**src/rtl/burst_addr_seq_pkg.sv**
```systemverilog
package burst_addr_seq_pkg;
    localparam int LOW_W = 2;
    localparam int BEATS = 1 << LOW_W;

    typedef logic [LOW_W-1:0] low_t;

    typedef enum logic [2:0] {
        ST_IDLE  = 3'd0,
        ST_BEAT0 = 3'd1,
        ST_BEAT1 = 3'd2,
        ST_BEAT2 = 3'd3,
        ST_BEAT3 = 3'd4
    } beat_state_t;

    typedef enum logic [1:0] {
        LD_NONE = 2'd0,
        LD_CTL  = 2'd1,
        LD_CPU  = 2'd2
    } load_src_t;
endpackage

```
**src/rtl/bas_load_arbiter.sv**
```systemverilog
module bas_load_arbiter
    import burst_addr_seq_pkg::*;
(
    input  logic      ctl_strobe_n,
    input  logic      cpu_strobe_n,
    input  logic      chip_en_n,
    output load_src_t load_src,
    output logic      load
);
    always_comb begin
        if (!ctl_strobe_n)
            load_src = LD_CTL;
        else if (!cpu_strobe_n && !chip_en_n)
            load_src = LD_CPU;
        else
            load_src = LD_NONE;
    end

    assign load = (load_src != LD_NONE);
endmodule

```
**src/rtl/bas_beat_fsm.sv**
```systemverilog
module bas_beat_fsm
    import burst_addr_seq_pkg::*;
(
    input  logic clk,
    input  logic rst_n,
    input  logic load,
    input  logic advance,
    output low_t beat,
    output logic active
);
    beat_state_t state_q, state_d;

    always_comb begin
        state_d = state_q;
        if (load) begin
            state_d = ST_BEAT0;
        end else if (advance) begin
            unique case (state_q)
                ST_IDLE:  state_d = ST_IDLE;
                ST_BEAT0: state_d = ST_BEAT1;
                ST_BEAT1: state_d = ST_BEAT2;
                ST_BEAT2: state_d = ST_BEAT3;
                ST_BEAT3: state_d = ST_BEAT0;
                default:  state_d = ST_IDLE;
            endcase
        end
    end

    always_ff @(posedge clk or negedge rst_n) begin
        if (!rst_n) state_q <= ST_IDLE;
        else        state_q <= state_d;
    end

    always_comb begin
        beat   = '0;
        active = 1'b1;
        unique case (state_q)
            ST_IDLE:  begin beat = 2'd0; active = 1'b0; end
            ST_BEAT0: beat = 2'd0;
            ST_BEAT1: beat = 2'd1;
            ST_BEAT2: beat = 2'd2;
            ST_BEAT3: beat = 2'd3;
            default:  begin beat = 2'd0; active = 1'b0; end
        endcase
    end


    wrap_chk: assert property (@(posedge clk) disable iff (!rst_n)
        (state_q == ST_BEAT3 && advance && !load) |=> state_q == ST_BEAT0);


    idle_stay_chk: assert property (@(posedge clk) disable iff (!rst_n)
        (state_q == ST_IDLE && !load) |=> state_q == ST_IDLE);
endmodule

```
**src/rtl/bas_order_map.sv**
```systemverilog
module bas_order_map
    import burst_addr_seq_pkg::*;
(
    input  low_t start,
    input  low_t beat,
    input  logic linear,
    output low_t low
);
    low_t lin_val, ilv_val;

    assign lin_val = low_t'(start + beat);

    for (genvar i = 0; i < LOW_W; i++) begin : g_xor
        assign ilv_val[i] = start[i] ^ beat[i];
    end

    assign low = linear ? lin_val : ilv_val;
endmodule

```
**src/rtl/burst_addr_seq.sv**
```systemverilog
module burst_addr_seq
    import burst_addr_seq_pkg::*;
#(
    parameter int ADDR_W = 20
) (
    input  logic              clk,
    input  logic              rst_n,
    input  logic [ADDR_W-1:0] addr_in,
    input  logic              ctl_strobe_n,
    input  logic              cpu_strobe_n,
    input  logic              chip_en_n,
    input  logic              advance_n,
    input  logic              order_lin_n,
    output logic [ADDR_W-1:0] addr_out
);
    localparam int UP_W = ADDR_W - LOW_W;

    load_src_t         load_src;
    logic              load;
    low_t              beat;
    logic              active;
    low_t              low;
    logic [UP_W-1:0]   upper_q;
    low_t              start_q;
    logic              linear_q;

    bas_load_arbiter u_arb (
        .ctl_strobe_n (ctl_strobe_n),
        .cpu_strobe_n (cpu_strobe_n),
        .chip_en_n    (chip_en_n),
        .load_src     (load_src),
        .load         (load)
    );

    bas_beat_fsm u_fsm (
        .clk     (clk),
        .rst_n   (rst_n),
        .load    (load),
        .advance (!advance_n),
        .beat    (beat),
        .active  (active)
    );

    always_ff @(posedge clk or negedge rst_n) begin
        if (!rst_n) begin
            upper_q  <= '0;
            start_q  <= '0;
            linear_q <= 1'b0;
        end else if (load) begin
            upper_q  <= addr_in[ADDR_W-1:LOW_W];
            start_q  <= addr_in[LOW_W-1:0];
            linear_q <= !order_lin_n;
        end
    end

    bas_order_map u_map (
        .start  (start_q),
        .beat   (beat),
        .linear (linear_q),
        .low    (low)
    );

    assign addr_out = {upper_q, low};


    ctl_load_chk: assert property (@(posedge clk) disable iff (!rst_n)
        !ctl_strobe_n |=> addr_out == $past(addr_in));


    cpu_gate_chk: assert property (@(posedge clk) disable iff (!rst_n)
        (ctl_strobe_n && !cpu_strobe_n && chip_en_n && advance_n) |=> $stable(addr_out));


    hold_chk: assert property (@(posedge clk) disable iff (!rst_n)
        (load_src == LD_NONE && advance_n) |=> $stable(addr_out));


    upper_keep_chk: assert property (@(posedge clk) disable iff (!rst_n)
        !load |=> $stable(addr_out[ADDR_W-1:LOW_W]));


    linear_step_chk: assert property (@(posedge clk) disable iff (!rst_n)
        (active && linear_q && !advance_n && !load) |=>
            addr_out[LOW_W-1:0] == low_t'($past(addr_out[LOW_W-1:0]) + 2'd1));
endmodule

```
**config.mk**
```make
export PLATFORM = sky130hd
export DESIGN_NAME = burst_addr_seq
export DESIGN_NICKNAME = d
export VERILOG_FILES = /design/src/rtl/burst_addr_seq_pkg.sv /design/src/rtl/bas_load_arbiter.sv /design/src/rtl/bas_beat_fsm.sv /design/src/rtl/bas_order_map.sv /design/src/rtl/burst_addr_seq.sv
export SDC_FILE = /design/constraint.sdc
export NUM_CORES = 1
export LEC_CHECK = 0
export ABC_AREA = 1
export BUFFER_PORTS_ARGS = -buffer_cell sky130_fd_sc_hd__buf_4
export CELL_PAD_IN_SITES_DETAIL_PLACEMENT = 0
export CELL_PAD_IN_SITES_GLOBAL_PLACEMENT = 1
export CORE_ASPECT_RATIO = 0.9
export CORE_UTILIZATION = 32
export CTS_CLUSTER_DIAMETER = 80
export CTS_CLUSTER_SIZE = 20
export DETAILED_ROUTE_END_ITERATION = 10
export GPL_ROUTABILITY_DRIVEN = 0
export PLACE_DENSITY_LB_ADDON = 0.1
export REMOVE_ABC_BUFFERS = 1
export SKIP_LAST_GASP = 1
export SLEW_MARGIN = 20
export SYNTH_ARGS = -nofsm -noshare
export SYNTH_HDL_FRONTEND = slang
export SYNTH_SLANG_ARGS = --single-unit
```
**constraint.sdc**
```tcl
create_clock -name clk -period 2 [get_ports clk]
set_input_delay 0.4 -clock clk [delete_from_list [all_inputs] [get_ports clk]]
set_output_delay 0.4 -clock clk [all_outputs]
set_load 0.03 [all_outputs]
```
==> impl_metrics.py <==
metrics = {
    "job": {
        "maxCapViolCount": 0,
    },
    "sta": {
        "max-slew-margin-rel_pct": 75.69,
        "final_critical_path_setup_slack_ns": -0.07998,
        "number_of_setup_violations_in_the_final_report": 1,
        "maxClockFrequency_mhz": 480.8,
        "hold_violations": 0,
        "timing.final.max_slew_violations": 0,
        "grt_setup_unrepaired": "yes",
        "max_slew.worst_pin.slew_ns": 0.3633,
        "finClkSkew_ns": 0.0009153,
        "final.period_utilization_pct": 104.0,
        "min_period_ns": 2.080,
    },
    "routing": {
        "first_iter_violations": 26,
        "viasPerCell": 4.219,
        "sum_of_routed_wire_length_over_all_layers_um": 2245,
        "routedWlPerCell_um": 10.25,
        "remaining_drc_errors": 0,
        "vias": 924,
        "drtAntennaViolNets": 0,
        "detailedRoute.firstPassIterationCount": 4,
    },
    "clocking": {
        "worst_skew_pair.late_latency_ns": 0.31,
        "tritoncts": "yes",
        "numClockSinks": 24,
        "worst_case_clock_buffer_depth": 2,
        "cell_chosen_for_the_clock_root": "clkbuf_4",
        "clkTransAtPathRegs_ns": 0.13,
        "clock_buffers_created_by_tritoncts": 3,
        "cts_max_level": 1,
    },
    "global_route": {
        "grt_overflow": 0,
        "grt_usage_pct": 13.68,
        "grt_pass1_wl_um": 3739,
        "grt_max_degree": 25,
        "vias_in_the_first_global_route": 867,
        "grt_antenna_before_repair": 0,
    },
    "yosys": {
        "yosys_register_bits": 24,
        "synthDistinctLibCells": 15,
        "synth.yosys.seq_area_share_pct": 57.55,
        "post_synth_instance_area_um2": 1044,
        "netlist_instances": 123,
        "synth_area_per_cell_um2": 8.484,
        "synthesis.yosys.warnings": 0,
    },
    "worst_setup_path": {
        "cp_data_arrival_time_ns": 1.68,
        "worst_setup_path_start_kind": "register",
        "setup.worst_path.class": "register to primary output",
        "worstPathRequired_ns": 1.60,
        "critical_path_peak_fanout": 5,
        "end_kind": "primary output",
        "r2r.worst_path.cells": 6,
    },
    "placement": {
        "dp_hpwl_um": 1475,
        "port_buffers": 46,
        "placed_cells": 207,
        "dpl_cell_area_um2": 1400,
        "setup_ws_pre_cts_ns": 0.1732,
    },
    "worst_hold_path": {
        "holdPathStages": 3,
        "min-delay-path-class": "input port to register",
    },
    "layout": {
        "final_cells": 219,
        "final_layout_size_suffix_gt1_share_pct": 36.16,
        "layout-area-overhead-vs-synth_pct": 45.32,
        "layout.cell_area.non_filler_um2": 1516,
        "layout.nets": 207,
        "num_antenna_cells": 0,
        "num-fill-cells": 338,
    },
    "floorplanning": {
        "design.core.area_um2": 3090,
        "num_io_pins": 47,
        "die_wd_um": 62.20,
        "die-area_um2": 3494,
        "core.rowCount": 19,
        "initial_utilization_pct": 33.77,
        "die_ht_um": 56.18,
    },
    "power": {
        "max-vdd-ir-drop_mv": 0.3661,
        "power_per_cell_area_nw_per_um2": 706.0,
        "static-leakage-power_nw": 0.8412,
    },
    "run_status": {
        "run_status": "complete, but fails checks",
        "failed_checks": "negative setup slack",
    },
}
per-stage QoR:
stage | hold slack, ns | util (%) | TNS, ns | power (W)
after floorplan | 0.1044 | - | 0 | 0.0007172
after global placement | 0.3173 | 45.30 | 0 | 0.0008500
after detailed placement | 0.3192 | 45.30 | 0 | 0.0008545
after CTS | 0.2670 | 48.58 | -0.07676 | 0.001080
after global routing | 0.2688 | 49.07 | -0.2299 | 0.001135
final | 0.2790 | 49.07 | -0.07998 | 0.001071
synth_stat cells, drive strengths merged:
master  count  area share [%]
clkbuf      1            0.36
dfrtp      24              58
nand3       3             1.4
o21ai       3             2.5
nand3b      1            0.72
nand2      73              26
a21oi       1            0.48
inv         6             2.4
buf         4             4.3
ha          1             1.2
a31oi       1            0.60
a22oi       1            0.72
nor2        4             1.4
worst paths after layout:
path                                                   start                            to  slack (ns)
worst max register to register  u_fsm.state_q[1]$_DFFE_PN0P_  u_fsm.state_q[0]$_DFFE_PN0P_        0.91
worst min-delay path                             addr_in[18]       upper_q[16]$_DFFE_PN0P_        0.28
max in group asynchronous                              rst_n        upper_q[0]$_DFFE_PN0P_        1.26
worst max-delay path            u_fsm.state_q[0]$_DFFE_PN0P_                   addr_out[1]       -0.08
worst min register to register        upper_q[3]$_DFFE_PN0P_        upper_q[3]$_DFFE_PN0P_        0.49
min in group asynchronous                              rst_n        upper_q[8]$_DFFE_PN0P_        0.51
cells in the final DEF (no fill, tap or decap):
| cell type | Yosys | layout |
|---|---|---|
| nand2_1 | 73 | 71 |
| o21ai_0 | 2 | 2 |
| a22oi_1 | 1 | 1 |
| inv_4 | 1 | 1 |
| dfrtp_1 | 24 | 24 |
| nor2_2 | 0 | 1 |
| ha_4 | 0 | 1 |
| nand3_1 | 3 | 3 |
| nor2_1 | 4 | 3 |
| buf_6 | 4 | 1 |
| a21oi_1 | 1 | 1 |
| clkbuf_4 | 0 | 3 |
| a31oi_1 | 1 | 1 |
| inv_1 | 5 | 5 |
| buf_4 | 0 | 54 |
| nand2_2 | 0 | 2 |
| dlygate4sd3_1 | 0 | 1 |
| o21ai_4 | 1 | 1 |
| nand3b_1 | 1 | 1 |
area by class of cell:
type,count,area (µm²),area share (%)
flip-flops and latches,24,600.6,39.60
multi-input cells,88,389.1,25.66
inverters,6,25.02,1.650
well taps,42,52.55,3.465
repair buffers,56,426.7,28.14
clock buffers,3,22.52,1.485
routing by layer:
| metal | share of wire [%] | up-vias | track usage [%] | routed length, µm |
|---|---|---|---|---|
| met3 | 5.8 | 2 | 3.074 | 131 |
| met4 | 0.45 | 0 | 6.312 | 10 |
| met2 | 47 | 24 | 24.18 | 1046 |
| li1 | - | 480 | - | - |
| met1 | 47 | 418 | 15.76 | 1056 |
| met5 | 0 | - | 0 | 0 |
power breakdown:
part | leakage [nW] | internal (W) | total [W] | switching [W]
Clock | 0.0138 | 0.0000704 | 0.000209 | 0.000139
Sequential | 0.290 | 0.000529 | 0.000558 | 0.0000286
Combinational | 0.537 | 0.000128 | 0.000303 | 0.000175
sequential cells by signal, summed over array words and instances, names as in the netlist:
name / count
upper_q: 18
u_fsm.state_q: 3
start_q: 2
linear_q: 1
repair_timing:
action | 4_1_cts | 5_1_grt
setup endpoints to repair | 1 | 2
resized for setup | 3 | 3
hold endpoints to repair | 24 | 0
hold buffers | 1 | 0
pin swaps | 5 | 4
buffers inserted | 8 | 0
cell families after synthesis:
logic type / Yosys count / share of synthesized area (%)
and+or+nand+nor: 81 / 29.86
AOI/OAI and AO/OA: 6 / 4.317
buffers and inverters: 11 / 7.074
DFF: 24 / 57.55
adders and majority gates: 1 / 1.199
worst max-delay path: stages, from the launching register on:
cell and delay (ns):
dfrtp_1 0.45, nor2_2 0.17, nand2_2 0.08, nand2_2 0.10, ha_4 0.13, nand2_1 0.04
nand2_1 0.05, nand2_1 0.06, inv_1 0.05, nand2_1 0.04, nand2_1 0.07, buf_6 0.13
Note: power is estimated with default switching activity, not from simulation.
